<file path="src/rtl/pcc_pkg.sv">
package pcc_pkg;

    localparam int DLY_W    = 16;
    localparam int BE_W     = 8;
    localparam int ADDR_W   = 29;

    localparam logic [BE_W-1:0]   SG_BE   = 8'hFB;
    localparam logic [ADDR_W-1:0] SG_ADDR = 29'h10;

    typedef struct packed {
        logic              ads;
        logic              dc;
        logic              mio;
        logic              wr;
        logic [BE_W-1:0]   be;
        logic [ADDR_W-1:0] addr;
    } bus_ctl_t;

    typedef enum logic [2:0] {
        ST_RUN,
        ST_REQ,
        ST_GRANT,
        ST_GATED,
        ST_WAKE
    } pcc_state_e;

    typedef enum logic [1:0] {
        STAT_RUN        = 2'd0,
        STAT_STOP_REQ   = 2'd1,
        STAT_STOP_GRANT = 2'd2,
        STAT_STOP_CLOCK = 2'd3
    } pcc_status_e;

    function automatic pcc_status_e to_status(pcc_state_e s);
        case (s)
            ST_RUN:   return STAT_RUN;
            ST_REQ:   return STAT_STOP_REQ;
            ST_GRANT: return STAT_STOP_GRANT;
            ST_WAKE:  return STAT_STOP_GRANT;
            default:  return STAT_STOP_CLOCK;
        endcase
    endfunction

endpackage

</file>
<file path="src/rtl/pcc_sg_decode.sv">
module pcc_sg_decode
    import pcc_pkg::*;
(
    input  bus_ctl_t bus,
    output logic     hit
);
    logic ctl_ok;
    logic be_ok;
    logic addr_ok;

    always_comb begin
        ctl_ok  = bus.ads && !bus.dc && !bus.mio && bus.wr;
        be_ok   = (bus.be == SG_BE);
        addr_ok = (bus.addr == SG_ADDR);
        hit     = ctl_ok && be_ok && addr_ok;
    end
endmodule

</file>
<file path="src/rtl/pcc_wake_timer.sv">
module pcc_wake_timer #(
    parameter int W = 16
) (
    input  logic         clk,
    input  logic         rst,
    input  logic         load,
    input  logic [W-1:0] load_val,
    input  logic         run,
    output logic         done
);
    logic [W-1:0] cnt_q;

    always_ff @(posedge clk) begin
        if (rst) begin
            cnt_q <= '0;
        end else if (load) begin
            cnt_q <= load_val;
        end else if (run && cnt_q != '0) begin
            cnt_q <= cnt_q - 1'b1;
        end
    end

    assign done = (cnt_q == '0);
endmodule

</file>
<file path="src/rtl/pcc_fsm.sv">
module pcc_fsm
    import pcc_pkg::*;
(
    input  logic        clk,
    input  logic        rst,
    input  logic        sleep_req,
    input  logic        deep_ok,
    input  logic        sg_hit,
    input  logic        tmr_done,
    output logic        tmr_load,
    output logic        tmr_run,
    output logic        stpclk,
    output logic        brdy,
    output logic        clk_run,
    output pcc_status_e status
);
    pcc_state_e state_q;
    pcc_state_e state_d;
    logic       brdy_q;

    always_comb begin
        state_d  = state_q;
        tmr_load = 1'b0;
        tmr_run  = 1'b0;
        case (state_q)
            ST_RUN:   if (sleep_req) state_d = ST_REQ;
            ST_REQ:   if (sg_hit) state_d = ST_GRANT;
            ST_GRANT: begin
                if (!sleep_req)
                    state_d = ST_RUN;
                else if (deep_ok)
                    state_d = ST_GATED;
            end
            ST_GATED: begin
                if (!sleep_req) begin
                    state_d  = ST_WAKE;
                    tmr_load = 1'b1;
                end
            end
            ST_WAKE: begin
                tmr_run = 1'b1;
                if (tmr_done) state_d = ST_RUN;
            end
            default:  state_d = ST_RUN;
        endcase
    end

    always_ff @(posedge clk) begin
        if (rst) begin
            state_q <= ST_RUN;
            brdy_q  <= 1'b0;
        end else begin
            state_q <= state_d;
            brdy_q  <= (state_q == ST_REQ) && sg_hit;
        end
    end

    assign stpclk  = (state_q != ST_RUN);
    assign clk_run = (state_q != ST_GATED);
    assign brdy    = brdy_q;
    assign status  = to_status(state_q);
endmodule

</file>
<file path="src/rtl/pwr_clk_ctrl.sv">
module pwr_clk_ctrl
    import pcc_pkg::*;
#(
    parameter int DLY_BITS = DLY_W
) (
    input  logic                clk,
    input  logic                rst,
    input  logic                sleep_req,
    input  logic                deep_ok,
    input  logic [DLY_BITS-1:0] wake_dly,
    input  logic                wbuf_empty,
    input  logic                bus_ads,
    input  logic                bus_dc,
    input  logic                bus_mio,
    input  logic                bus_wr,
    input  logic [BE_W-1:0]     bus_be,
    input  logic [ADDR_W-1:0]   bus_addr,
    output logic                stpclk_o,
    output logic                ewbe_o,
    output logic                brdy_o,
    output logic                clk_run_o,
    output logic [1:0]          status_o
);
    bus_ctl_t    bus;
    logic        sg_hit;
    logic        tmr_load;
    logic        tmr_run;
    logic        tmr_done;
    pcc_status_e status;

    assign bus = '{ads: bus_ads, dc: bus_dc, mio: bus_mio, wr: bus_wr,
                   be: bus_be, addr: bus_addr};

    pcc_sg_decode u_dec (
        .bus (bus),
        .hit (sg_hit)
    );

    pcc_wake_timer #(.W(DLY_BITS)) u_tmr (
        .clk      (clk),
        .rst      (rst),
        .load     (tmr_load),
        .load_val (wake_dly),
        .run      (tmr_run),
        .done     (tmr_done)
    );

    pcc_fsm u_fsm (
        .clk       (clk),
        .rst       (rst),
        .sleep_req (sleep_req),
        .deep_ok   (deep_ok),
        .sg_hit    (sg_hit),
        .tmr_done  (tmr_done),
        .tmr_load  (tmr_load),
        .tmr_run   (tmr_run),
        .stpclk    (stpclk_o),
        .brdy      (brdy_o),
        .clk_run   (clk_run_o),
        .status    (status)
    );

    assign ewbe_o   = stpclk_o && wbuf_empty;
    assign status_o = status;
endmodule

</file>
<file path="config.mk">
export PLATFORM = sky130hd
export DESIGN_NAME = pwr_clk_ctrl
export DESIGN_NICKNAME = d
export VERILOG_FILES = /design/src/rtl/pcc_pkg.sv /design/src/rtl/pcc_sg_decode.sv /design/src/rtl/pcc_wake_timer.sv /design/src/rtl/pcc_fsm.sv /design/src/rtl/pwr_clk_ctrl.sv
export SDC_FILE = /design/constraint.sdc
export NUM_CORES = 1
export LEC_CHECK = 0
export BUFFER_PORTS_ARGS = -buffer_cell sky130_fd_sc_hd__buf_2
export CAP_MARGIN = 20
export CORE_AREA = 2 2 62 64
export DETAILED_ROUTE_END_ITERATION = 10
export DIE_AREA = 0 0 64 66
export PLACE_DENSITY = 0.68
export SYNTH_ARGS = -nofsm -noshare
export SYNTH_HDL_FRONTEND = slang
export SYNTH_SLANG_ARGS = --single-unit
</file>
<file path="constraint.sdc">
create_clock -name clk -period 2.6 [get_ports clk]
set_input_delay 0.26 -clock clk [delete_from_list [all_inputs] [get_ports clk]]
set_output_delay 0.26 -clock clk [all_outputs]
set_load 0.01 [all_outputs]
</file>
After elaboration in Yosys (flattened, before gate mapping). Index checks and enable logic that the tools add are counted.

Shifts and indexed selects: 0. Multiplexer cells: 13. Add/sub/neg operators: 1. Bitwise logic cells: 0. Div/mod/pow operators: 0. Eq/ne operators: 12. $mul: 0. Reduce and logical (&&, ||, !) cells: 17. Magnitude comparators: 0.

Operators by type and width (count): two-way mux 16 bit (2); == test 29 x 5 -> 1 bit, second input constant (1); two-way mux 3 bit (6); logical NOT 16 bit (1); nonzero test 16 bit (1); subtractor 16 x 1 -> 16 bit, second input constant (1); one-hot mux 3 bit (5 select lines) (1); == test 8 bit, second input constant (1); logical AND 1 bit (8); == test 3 x 2 -> 1 bit, second input constant (2); inequality test 2 bit, second input constant (3); one-hot mux 2 bit (3 select lines) (1); AND reduction 5 bit (1); == test 3 x 1 -> 1 bit, second input constant (1); == test 3 bit, second input constant (1); logical NOT 3 bit (1); two-way mux 1 bit (3); inequality test 3 x 2 -> 1 bit, second input constant (1); inequality test 3 bit, second input constant (1); nonzero test 3 bit (1); logical NOT 1 bit (2); inequality test 2 x 1 -> 1 bit, second input constant (1); nonzero test 2 bit (1); OR reduction 2 bit (1).

Latch bits: 0. Bits in writable memories: 0. Word-level logic and storage cells: 46. Memory bits (read-only): 0. Flip-flop bits (word level): 20. Memories kept: 0. Bits of input ports: 62.

Longest topological paths before layout. Gate-level depths: netlist (run 1).

Depth in word-level cells: 8. Mapped depth: 8.

Cells and area by module. From an unflattened synthesis (run 1), not the netlist that was laid out.

Cell total of the unflattened synthesis: 155. Area, all modules: 1318.8 um^2.

Modules (own cells, without submodules): pcc_wake_timer (sequential area each 320.3 um^2, cells an instance 114, times used 1, area an instance 944.7 um^2); pcc_fsm (sequential area each 80.1 um^2, cells an instance 25, times used 1, area an instance 234.0 um^2); pcc_sg_decode (sequential area each 0.0 um^2, cells an instance 15, times used 1, area an instance 133.9 um^2); pwr_clk_ctrl (sequential area each 0.0 um^2, cells an instance 1, times used 1, area an instance 6.3 um^2).

Least setup slack after synthesis (run 1). Ideal clock, no wire load.

Kind: register to register. From: register u_tmr.cnt_q[0]. To: register u_fsm.state_q[0]. Arrival time: 2.029 ns. Slack: 0.476 ns. Cell stages (with the launch flop): 9. Data required time: 2.505 ns. Path buffers: 2. Cell sequence: dfxtp_1 -> inv_1 -> ha_1 -> nor4b_1 -> and4_1 -> buf_2 -> buf_2 -> o22ai_1 -> a221oi_1.

Longest elaborated chain between the ends: 3.

RTL lines: from (decl) (line pcc_wake_timer.sv:11) `logic [W-1:0] cnt_q;`; from (signal assigned) (line pcc_wake_timer.sv:17) `cnt_q <= load_val;`; from (signal assigned) (line pcc_wake_timer.sv:19) `cnt_q <= cnt_q - 1'b1;`; logical NOT 16 bit (line pcc_wake_timer.sv:23) `assign done = (cnt_q == '0);`; inequality test 2 bit (no source line); AND reduction 5 bit (no source line); to (signal assigned) (line pcc_fsm.sv:53) `state_q <= state_d;`; to (decl) (line pcc_fsm.sv:17) `pcc_state_e state_q;`.

Every way passes these cells. A chain may end at the register's enable or synchronous reset.

Worst setup path after layout (run 1).
From: register u_tmr.cnt_q[2]. To: register u_tmr.cnt_q[8].

Longest elaborated chain between the ends: 3. Elaborated cells between the ends (all ways): 6. Classes of those cells: 1 x add/sub; 2 x mux; 3 x reduce/logical.

RTL lines: subtractor 16 x 1 -> 16 bit or nonzero test 16 bit (tied branches) (line pcc_wake_timer.sv:19, pcc_wake_timer.sv:18); two-way mux 16 bit or logical AND 1 bit (tied branches) (line pcc_wake_timer.sv:18) `end else if (run && cnt_q != '0) begin`; two-way mux 16 bit or nonzero test 2 bit (tied branches).

Several ways; a longest one is shown, not always the timed one. The select of a mux whose other input is x is not followed.

==> flow_summary.json, run 1 <==
{
  "antenna_found_initial": 0,
  "ctsHtreeMaxLevel": 1,
  "synth_ff_type": "sky130_fd_sc_hd__dfxtp_1",
  "skew_ns": 0.00104,
  "rsz0062_at_grt": "no",
  "num_vias": 1628,
  "drt.antenna.violating_nets": 0,
  "cts.sinks": 20,
  "async_flop_share": 0,
  "core-area_um2": 3550,
  "syn_area_um2": 1360,
  "setup-violations-final": 0,
  "run_status": "completed",
  "final_gp_congestion": 0.758,
  "cell_type_group_with_the_largest_total_delay_on_the_critical_path": "simple AND/OR/NAND/NOR gates",
  "fin_nets": 299,
  "drive_gt1_frac": 0.376,
  "worst-r2r-cell-count": 4,
  "timing_max_transition_violations_final": 0,
  "total_congestion_overflow": 0,
  "floorplan.die_area_um2": 4220,
  "max_cap_violations": 0,
  "layout_worst_path_cycle_share": 0.850,
  "maxClockFrequency_mhz": 452,
  "post_synth_fa_ha_maj_area_fraction": 0.0184,
  "r2r-end": "u_tmr.cnt_q[8]",
  "postCtsSetupBuffers": 0,
  "static-leakage-power_nw": 0.714,
  "io_pins": 68,
  "port-buffer-count": 67,
  "complex_gate_fraction_of_the_synthesized_area": 0.236,
  "clock_tree.root_cell": "sky130_fd_sc_hd__clkbuf_4",
  "layout_common_cells": "67 x sky130_fd_sc_hd__buf_2, 20 x sky130_fd_sc_hd__nor2_1, 20 x sky130_fd_sc_hd__dfxtp_1",
  "postPlaceCellArea_um2": 1750,
  "crit_path_buf_inv_count": 0,
  "hpwl_mm": 2.79,
  "timing.hold.worst_path_depth": 3,
  "synth_warnings": 0,
  "vertical_die_dimension_um": 66,
  "hold_path_class": "input port to flop",
  "first_iter_violations": 66,
  "critPathRequiredTime_ns": 2.83,
  "worst_ir_drop_vdd_mv": 0.284,
  "number_of_hold_slack_violations_in_the_final_timing_report": 0,
  "critPathSlowestCell": "sky130_fd_sc_hd__or4_4",
  "totalWireLength_mm": 3.79,
  "clkTransAtPathRegs_ns": 0.12,
  "synth-simple-area-share": 0.405,
  "setup_total_negative_slack_ns": 0,
  "postSynthRegisterBits": 20,
  "power_density_nw_per_um2": 681,
  "launch_instance_of_the_worst_min_delay_path": "wake_dly[1]",
  "layout.cells.most_common": "sky130_fd_sc_hd__buf_2",
  "routed-wl-met2_mm": 1.78,
  "clkLatencyLatePin_ns": 0.30,
  "route.detailed.drc": 0,
  "maximum_number_of_pins_on_one_net_before_global_route_repair": 30,
  "fillCellCount": 366,
  "r2r_start": "u_tmr.cnt_q[2]",
  "cts_tree": "yes",
  "cells_after_synth": 169,
  "worstMarginPinSlew_ns": 0.556,
  "whs_endpoint": "u_tmr.cnt_q[1]",
  "first_pass_grt_wire_length_mm": 6.37,
  "syn_to_final_growth_pct": 32.0,
  "synth_mux_area_frac": 0,
  "routed.top_layer": "met4",
  "vias_per_cell": 5.77,
  "period_minus_slack_ns": 2.21,
  "normalized_max_slew_margin": 0.628,
  "r2r_slack_ns": 0.39,
  "ctsHoldBuffers": 0,
  "clk_path_buf_depth": 2,
  "synth_fp_nets": 233,
  "start_kind": "flop",
  "grt_usage": 0.187,
  "avgSynthCellArea_um2": 8.05,
  "via_count_of_the_first_global_routing_pass": 1478,
  "critical_path.cell_chain": "or4_4, or4b_4, or4_1, a311oi_1",
  "wl_per_cell_um": 13.4,
  "first_pass_iters": 6,
  "synth_top_family_by_area": "simple AND/OR/NAND/NOR gates",
  "design_area_um2": 1800,
  "cp.arrival_ns": 2.44,
  "synthXorXnorAreaFrac": 0,
  "yosys.cell_types.count": 47,
  "cts_made_buffers": 3,
  "antennaDiodeCount": 0,
  "worst_setup_path_end_kind": "flop",
  "crit_type": "flop to flop",
  "site_row_count": 22,
  "peak_per_stage_delay_on_the_critical_path_ns": 0.58,
  "cts-resized-gates": 0,
  "route.layer.met1.wl_mm": 1.70,
  "path_max_fanout": 7,
  "dieWidth_um": 64,
  "fraction_of_the_yosys_area_taken_by_sequential_cells": 0.294,
  "detailroute.wirelength.met3_um": 274,
  "initial_core_util": 0.383,
  "synth-edff-count": 0
}
## through the flow
step                total power [mW]   util  hold WS (ns)  std cells  worst slack, ns
floorplan                      0.818      -         0.422        169            0.476
global route                    1.33  0.506         0.206        282            0.288
CTS                             1.22  0.504         0.216        282            0.230
finish                          1.22  0.506         0.215        282            0.389
global placement                1.02  0.494         0.494        278            0.397
detailed placement              1.03  0.494         0.489        278            0.268
## registers in the layout, indices dropped and copies added, names as in the netlist
name / cells
u_fsm.brdy: 1
u_fsm.state_q: 3
u_tmr.cnt_q: 16
## power breakdown
group | total (mW) | leakage [nW] | switching (mW) | internal (mW)
Combinational | 0.628 | 0.531 | 0.345 | 0.283
Clock | 0.188 | 0.0210 | 0.102 | 0.0855
Sequential | 0.407 | 0.162 | 0.0605 | 0.347
## worst max-delay path by stage
stage	start	cells after the start	to
after floorplan	u_tmr.cnt_q[0]	8	u_fsm.state_q[0]
after global placement	u_tmr.cnt_q[0]	7	u_fsm.state_q[0]
after detailed placement	u_tmr.cnt_q[0]	7	u_fsm.state_q[0]
after CTS	u_tmr.cnt_q[0]	7	u_fsm.state_q[0]
after global routing	u_tmr.cnt_q[2]	4	u_tmr.cnt_q[8]
final	u_tmr.cnt_q[2]	4	u_tmr.cnt_q[8]
## synth_stat cells (5+ instances only)
cell                       count  area share
sky130_fd_sc_hd__a311oi_1     14       0.090
sky130_fd_sc_hd__clkbuf_1      9       0.025
sky130_fd_sc_hd__dfxtp_1      20        0.29
sky130_fd_sc_hd__nand2_1       7       0.019
sky130_fd_sc_hd__nor2_1       20       0.055
sky130_fd_sc_hd__nor3_1        5       0.018
sky130_fd_sc_hd__nor4_1       10       0.046
sky130_fd_sc_hd__o21ai_0       5       0.018
sky130_fd_sc_hd__o31ai_1       6       0.033
sky130_fd_sc_hd__or3_1         8       0.037
sky130_fd_sc_hd__or4_1         8       0.044
## kinds of logic after synthesis
kind of cell,after synthesis
buffers and inverters,16
AO/OA/AOI/OAI,41
AND/OR/NAND/NOR,90
adder cells (fa/ha/maj),2
flip-flops,20
## tightest hold or removal path, delay by kind of cell
family,cells,cell delay [ns]
compound gates,1,0.07
buf+inv,1,0.10
simple gates,1,0.05
## layout make-up
type                    instances  area [µm²]  share of cell area
repair buffers                 73         380               0.212
clock buffers                   4        36.3              0.0202
well taps                      48        60.1              0.0334
multi-input cells             133         903               0.503
inverters                       4        15.0             0.00836
flip-flops and latches         20         400               0.223
## routing by layer
metal	track usage	up-vias
li1	-	817
met1	0.239	740
met2	0.319	67
met3	0.0290	4
met4	0.0652	0
met5	0	-
(Power assumes the default switching activity.)
==> run 2: changes to the inputs <==
==> constraint.sdc (replaced) <==
create_clock -name clk -period 2.6 [get_ports clk]
set_input_delay 0.26 -clock clk [delete_from_list [all_inputs] [get_ports clk]]
set_output_delay 0.26 -clock clk [all_outputs]
set_load 0.1 [all_outputs]
==> flow_summary.json, run 2 (synthesis results as in run 1) <==
{
  "peak_per_stage_delay_on_the_critical_path_ns": 0.74,
  "cts_tree": "yes",
  "postCtsSetupBuffers": 0,
  "floorplan.die_area_um2": 4220,
  "site_row_count": 22,
  "path_max_fanout": 19,
  "core-area_um2": 3550,
  "r2r_start": "u_tmr.cnt_q[0]",
  "cp.arrival_ns": 2.55,
  "max_cap_violations": 0,
  "start_kind": "flop",
  "fin_nets": 298,
  "crit_type": "flop to flop",
  "total_congestion_overflow": 0,
  "timing.hold.worst_path_depth": 3,
  "run_status": "completed",
  "maximum_number_of_pins_on_one_net_before_global_route_repair": 30,
  "ctsHtreeMaxLevel": 1,
  "worst_ir_drop_vdd_mv": 0.385,
  "register_bank_with_the_most_flops": "u_tmr.cnt_q",
  "totalPowerFinal_mw": 1.42,
  "r2r_slack_ns": 0.26,
  "clk_path_buf_depth": 2,
  "maxClockFrequency_mhz": 427,
  "port-buffer-count": 67,
  "holdWs_ns": 0.213,
  "normalized_max_slew_margin": 0.371,
  "clkLatencyLatePin_ns": 0.30,
  "rsz0062_at_grt": "no",
  "number_of_flip_flops_in_the_largest_register": 16,
  "first_iter_violations": 78,
  "critPathRequiredTime_ns": 2.81,
  "final_gp_congestion": 0.756,
  "num_vias": 1618,
  "period_minus_slack_ns": 2.34,
  "wl_per_cell_um": 13.5,
  "ctsHoldBuffers": 0,
  "route.detailed.drc": 0,
  "power_density_nw_per_um2": 794,
  "cts.sinks": 20,
  "antennaDiodeCount": 0,
  "worst_setup_path_end_kind": "flop",
  "totalWireLength_mm": 3.79,
  "setup_total_negative_slack_ns": 0,
  "cts_made_buffers": 3,
  "via_count_of_the_first_global_routing_pass": 1458,
  "dieWidth_um": 64,
  "layout.cells.most_common": "sky130_fd_sc_hd__buf_2",
  "vias_per_cell": 5.76,
  "cts-resized-gates": 0,
  "clock_tree.root_cell": "sky130_fd_sc_hd__clkbuf_4",
  "multi_input_area_um2": 900,
  "critical_path.cell_chain": "inv_1, ha_1, nor4b_1, and4_1, buf_4, o31ai_1, a311oi_1",
  "fillCellCount": 385,
  "hpwl_mm": 2.82,
  "grt_usage": 0.191,
  "hold_path_class": "input port to flop",
  "timing_max_transition_violations_final": 0,
  "critPathSlowestCell": "sky130_fd_sc_hd__nor4b_1",
  "r2r-end": "u_tmr.cnt_q[8]",
  "vertical_die_dimension_um": 66,
  "antenna_found_initial": 0,
  "layout_worst_path_cycle_share": 0.901,
  "first_pass_grt_wire_length_mm": 6.49,
  "first_pass_iters": 4,
  "syn_to_final_growth_pct": 31.2,
  "skew_ns": 0.000790,
  "io_pins": 68,
  "launch_instance_of_the_worst_min_delay_path": "wake_dly[5]",
  "layout_common_cells": "67 x sky130_fd_sc_hd__buf_2, 20 x sky130_fd_sc_hd__nor2_1, 20 x sky130_fd_sc_hd__dfxtp_1",
  "static-leakage-power_nw": 0.708,
  "initial_core_util": 0.383,
  "drt.antenna.violating_nets": 0,
  "worst-r2r-cell-count": 7,
  "clkTransAtPathRegs_ns": 0.12,
  "worstMarginPinSlew_ns": 0.930,
  "final-seq-area_um2": 400,
  "whs_endpoint": "u_tmr.cnt_q[5]",
  "setup-violations-final": 0,
  "drive_gt1_frac": 0.369,
  "number_of_hold_slack_violations_in_the_final_timing_report": 0
}
==> run 2: changes by cell type in the layout (fill, tap and decap cells not counted) <==
| cell | change |
|---|---|
| sky130_fd_sc_hd__buf_4 | -1 |
| sky130_fd_sc_hd__nor4b_1 | +1 |
| sky130_fd_sc_hd__nor4b_2 | -1 |
| sky130_fd_sc_hd__or2_2 | -1 |
| sky130_fd_sc_hd__or2_4 | +1 |
==> run 2: worst max-delay path, delay by kind of cell, from the launching register on <==
kind | cells | cell delay, ns
adders and majority gates | 1 | 0.16
and+or+nand+nor | 2 | 1.05
buffers and inverters | 2 | 0.32
AOI/OAI and AO/OA | 2 | 0.38
DFF | 1 | 0.35
==> run 2: worst max-delay path by stage <==
stage | to | depth (start not counted) | start | slack, ns
3_3_place_gp | u_tmr.cnt_q[2] | 7 | u_tmr.cnt_q[0] | 0.42
4_1_cts | u_tmr.cnt_q[8] | 7 | u_tmr.cnt_q[0] | 0.30
6_report | u_tmr.cnt_q[8] | 7 | u_tmr.cnt_q[0] | 0.26
5_1_grt | u_tmr.cnt_q[8] | 7 | u_tmr.cnt_q[0] | 0.07
3_5_place_dp | u_tmr.cnt_q[8] | 7 | u_tmr.cnt_q[0] | 0.35
2_1_floorplan | u_tmr.cnt_q[0] | 6 | u_fsm.state_q[2] | 0.03
==> run 2: cell type report <==
class / count / share of cell area
Multi-Input combinational cell: 133 / 0.504
Sequential cell: 20 / 0.224
Timing Repair Buffer: 72 / 0.209
Tap cell: 48 / 0.0337
Clock buffer: 4 / 0.0203
Inverter: 4 / 0.00842
==> run 2: per-stage QoR <==
stage                     cells  utilization  setup WS [ns]  instance area [µm²]
after floorplan             169            -         0.0256                 1370
after CTS                   281        0.502          0.296                 1780
after global routing        281        0.502         0.0680                 1780
final                       281        0.502          0.258                 1780
after detailed placement    277        0.492          0.355                 1750
after global placement      277        0.492          0.418                 1750
==> run 2: metal layers <==
layer	track usage	up-vias	share of wire
li1	-	813	-
met1	0.235	734	0.44
met2	0.345	69	0.47
met3	0.0341	2	0.079
met4	0.0408	0	0.0077
met5	0	-	0
==> run 2: power by group <==
part	switching [mW]	internal (mW)	total, mW
Sequential	0.0593	0.347	0.406
Clock	0.0973	0.0853	0.183
Combinational	0.553	0.274	0.827
Total	0.710	0.706	1.42
==> run 3: changes to the inputs <==
--- a/config.mk
+++ b/config.mk
@@ -7,10 +7,12 @@
 export LEC_CHECK = 0
 export BUFFER_PORTS_ARGS = -buffer_cell sky130_fd_sc_hd__buf_2
 export CAP_MARGIN = 20
-export CORE_AREA = 2 2 62 64
+export CORE_AREA = 2 2 61 63
+export CTS_CLUSTER_SIZE = 10
 export DETAILED_ROUTE_END_ITERATION = 10
-export DIE_AREA = 0 0 64 66
-export PLACE_DENSITY = 0.68
+export DIE_AREA = 0 0 63 65
+export PLACE_DENSITY = 0.69
 export SYNTH_ARGS = -nofsm -noshare
 export SYNTH_HDL_FRONTEND = slang
+export SYNTH_HIERARCHICAL = 1
 export SYNTH_SLANG_ARGS = --single-unit
==> flow_summary.json, run 3 <==
{
  "start_kind": "flop",
  "yosys.cell_types.count": 48,
  "skew_ns": 0.00119,
  "io_pins": 68,
  "syn_area_um2": 1320,
  "synth_ff_type": "sky130_fd_sc_hd__dfxtp_1",
  "post_synth_most_frequent_cells": "20 x sky130_fd_sc_hd__dfxtp_1, 19 x sky130_fd_sc_hd__nor2_1, 11 x sky130_fd_sc_hd__nand2_1",
  "postCtsSetupBuffers": 0,
  "normalized_max_slew_margin": 0.672,
  "async_flop_share": 0,
  "cts-resized-gates": 0,
  "rsz0062_at_grt": "no",
  "total_congestion_overflow": 0,
  "drt.antenna.violating_nets": 0,
  "clock_tree.root_cell": "sky130_fd_sc_hd__clkbuf_4",
  "drive_gt1_frac": 0.405,
  "maximum_number_of_pins_on_one_net_before_global_route_repair": 28,
  "syn_to_final_growth_pct": 29.8,
  "r2r_slack_ns": 0.48,
  "route.detailed.drc": 0,
  "hpwl_mm": 2.49,
  "setup_total_negative_slack_ns": 0,
  "avgSynthCellArea_um2": 8.51,
  "postPlaceCellArea_um2": 1680,
  "totalPowerFinal_mw": 0.575,
  "clk_path_buf_depth": 2,
  "cp.arrival_ns": 2.34,
  "synth_fp_nets": 218,
  "setup_slack_after_placement_ns": 0.484,
  "worst_slack_ns": 0.475,
  "floorplan.die_area_um2": 4100,
  "grt_usage": 0.166,
  "worstMarginPinSlew_ns": 0.488,
  "vertical_die_dimension_um": 65,
  "multi_input_area_um2": 842,
  "r2r_start": "u_tmr/cnt_q[10]",
  "first_pass_iters": 4,
  "first_pass_grt_wire_length_mm": 5.48,
  "cts_tree": "yes",
  "synth_area_leader_cell": "sky130_fd_sc_hd__dfxtp_1",
  "synth_warnings": 6,
  "clkTransAtPathRegs_ns": 0.11,
  "cells_after_synth": 155,
  "num_vias": 1362,
  "synth.area.top_cells": "sky130_fd_sc_hd__dfxtp_1 30%, sky130_fd_sc_hd__nor2_1 5.4%, sky130_fd_sc_hd__xnor2_1 5.3%",
  "number_of_hold_slack_violations_in_the_final_timing_report": 0,
  "cell_type_group_with_the_largest_total_delay_on_the_critical_path": "simple AND/OR/NAND/NOR gates",
  "period_minus_slack_ns": 2.12,
  "antennaDiodeCount": 0,
  "site_row_count": 22,
  "synth-edff-count": 0,
  "power_density_nw_per_um2": 336,
  "crit_path_buf_inv_count": 0,
  "final_gp_congestion": 0.830,
  "core-area_um2": 3500,
  "endpoint": "u_tmr/cnt_q[0]",
  "register_bank_with_the_most_flops": "u_tmr/cnt_q",
  "peak_per_stage_delay_on_the_critical_path_ns": 0.58,
  "port-buffer-count": 67,
  "synth_most_common_cell": "sky130_fd_sc_hd__dfxtp_1",
  "post_synth_fa_ha_maj_area_fraction": 0.00949,
  "complex_gate_fraction_of_the_synthesized_area": 0.178,
  "path_max_fanout": 13,
  "initial_core_util": 0.377,
  "ctsHoldBuffers": 0,
  "max_cap_violations": 0,
  "critPathSlowestCell": "sky130_fd_sc_hd__or4_1",
  "critical_path.cell_chain": "or4_1, and4bb_2, and2b_2, xnor2_1, a211oi_1",
  "setup-violations-final": 0,
  "worst_setup_path_startpoint": "u_tmr/cnt_q[10]",
  "critPathRequiredTime_ns": 2.82,
  "fillCellCount": 388,
  "yosys.area.top_type_share": 0.304,
  "layout_worst_path_cycle_share": 0.817,
  "timing_max_transition_violations_final": 0,
  "worst_ir_drop_vdd_mv": 0.215,
  "antenna_found_initial": 0,
  "postSynthRegisterBits": 20,
  "synth_top_family_by_area": "simple AND/OR/NAND/NOR gates",
  "static-leakage-power_nw": 0.687,
  "cts_made_buffers": 3,
  "cts.sinks": 20,
  "design_area_um2": 1710,
  "number_of_flip_flops_in_the_largest_register": 16,
  "wl_per_cell_um": 11.6,
  "vias_per_cell": 5.04,
  "synth_mux_area_frac": 0.00759,
  "crit_type": "flop to flop",
  "layout_common_cells": "67 x sky130_fd_sc_hd__buf_2, 20 x sky130_fd_sc_hd__dfxtp_1, 19 x sky130_fd_sc_hd__nor2_1",
  "first_iter_violations": 34,
  "layout.cells.most_common": "sky130_fd_sc_hd__buf_2",
  "fin_nets": 286,
  "hold_path_class": "input port to flop",
  "totalWireLength_mm": 3.13,
  "critical_path_depth": 5,
  "fraction_of_the_yosys_area_taken_by_sequential_cells": 0.304,
  "via_count_of_the_first_global_routing_pass": 1356,
  "synthXorXnorAreaFrac": 0.0531,
  "clkLatencyLatePin_ns": 0.29,
  "ctsHtreeMaxLevel": 1,
  "r2r-end": "u_tmr/cnt_q[0]",
  "worst_setup_path_end_kind": "flop",
  "worst-r2r-cell-count": 5,
  "fin_util": 0.490,
  "maxClockFrequency_mhz": 471,
  "synth-simple-area-share": 0.390,
  "final-seq-area_um2": 400,
  "dieWidth_um": 63,
  "run_status": "completed"
}
==> run 3: cell types whose count changed after synthesis, sizes merged, moves of 7 or more <==
cell	before	now
or4	10	2
a311oi	14	3
xnor2	0	8
a211oi	0	7
==> run 3: how the worst min path moves through the flow <==
stage           startpoint              to  slack [ns]  cells after the start
2_1_floorplan          rst      u_fsm/brdy        0.34                      1
3_3_place_gp   wake_dly[2]  u_tmr/cnt_q[2]        0.52                      3
3_5_place_dp   wake_dly[6]  u_tmr/cnt_q[6]        0.52                      3
4_1_cts        wake_dly[6]  u_tmr/cnt_q[6]        0.18                      3
5_1_grt        wake_dly[6]  u_tmr/cnt_q[6]        0.18                      3
6_report       wake_dly[1]  u_tmr/cnt_q[1]        0.20                      3
==> run 3: report_power, final <==
part | internal (mW) | switching [mW] | leakage (nW) | total, mW
clock network | 0.0853 | 0.0907 | 0.0210 | 0.176
registers | 0.307 | 0.00283 | 0.161 | 0.310
logic | 0.0433 | 0.0461 | 0.505 | 0.0894
total | 0.436 | 0.140 | 0.687 | 0.575
==> run 3: kinds of logic after synthesis <==
logic type | after synthesis
and+or+nand+nor | 82
AOI/OAI and AO/OA | 32
DFF | 20
buffers and inverters | 11
xor gates and xnor gates | 8
muxes | 1
adders and majority gates | 1
==> run 3: worst reg2reg max path: stages, from the launching register on <==
cell,delay (ns)
sky130_fd_sc_hd__dfxtp_1,0.35
sky130_fd_sc_hd__or4_1,0.58
sky130_fd_sc_hd__and4bb_2,0.51
sky130_fd_sc_hd__and2b_2,0.28
sky130_fd_sc_hd__xnor2_1,0.12
sky130_fd_sc_hd__a211oi_1,0.21
==> run 3: area by class of cell <==
type,instances,share of cell area
clock buffers,4,0.0212
inverters,4,0.00877
multi-input cells,124,0.492
flip-flops and latches,20,0.234
well taps,48,0.0351
repair buffers,70,0.209
==> run 3: metrics by stage <==
stage | hold WS (ns) | std cells
detailed placement | 0.519 | 266
finish | 0.200 | 270
CTS | 0.182 | 270
global placement | 0.516 | 266
global route | 0.181 | 270
floorplan | 0.337 | 155
==> run 3: metal layers <==
layer,vias up,global-route usage,share of wire
met5,-,0,0
met4,0,0.0611,0.0061
met3,2,0.0434,0.073
met2,44,0.298,0.48
met1,597,0.190,0.44
li1,719,-,-
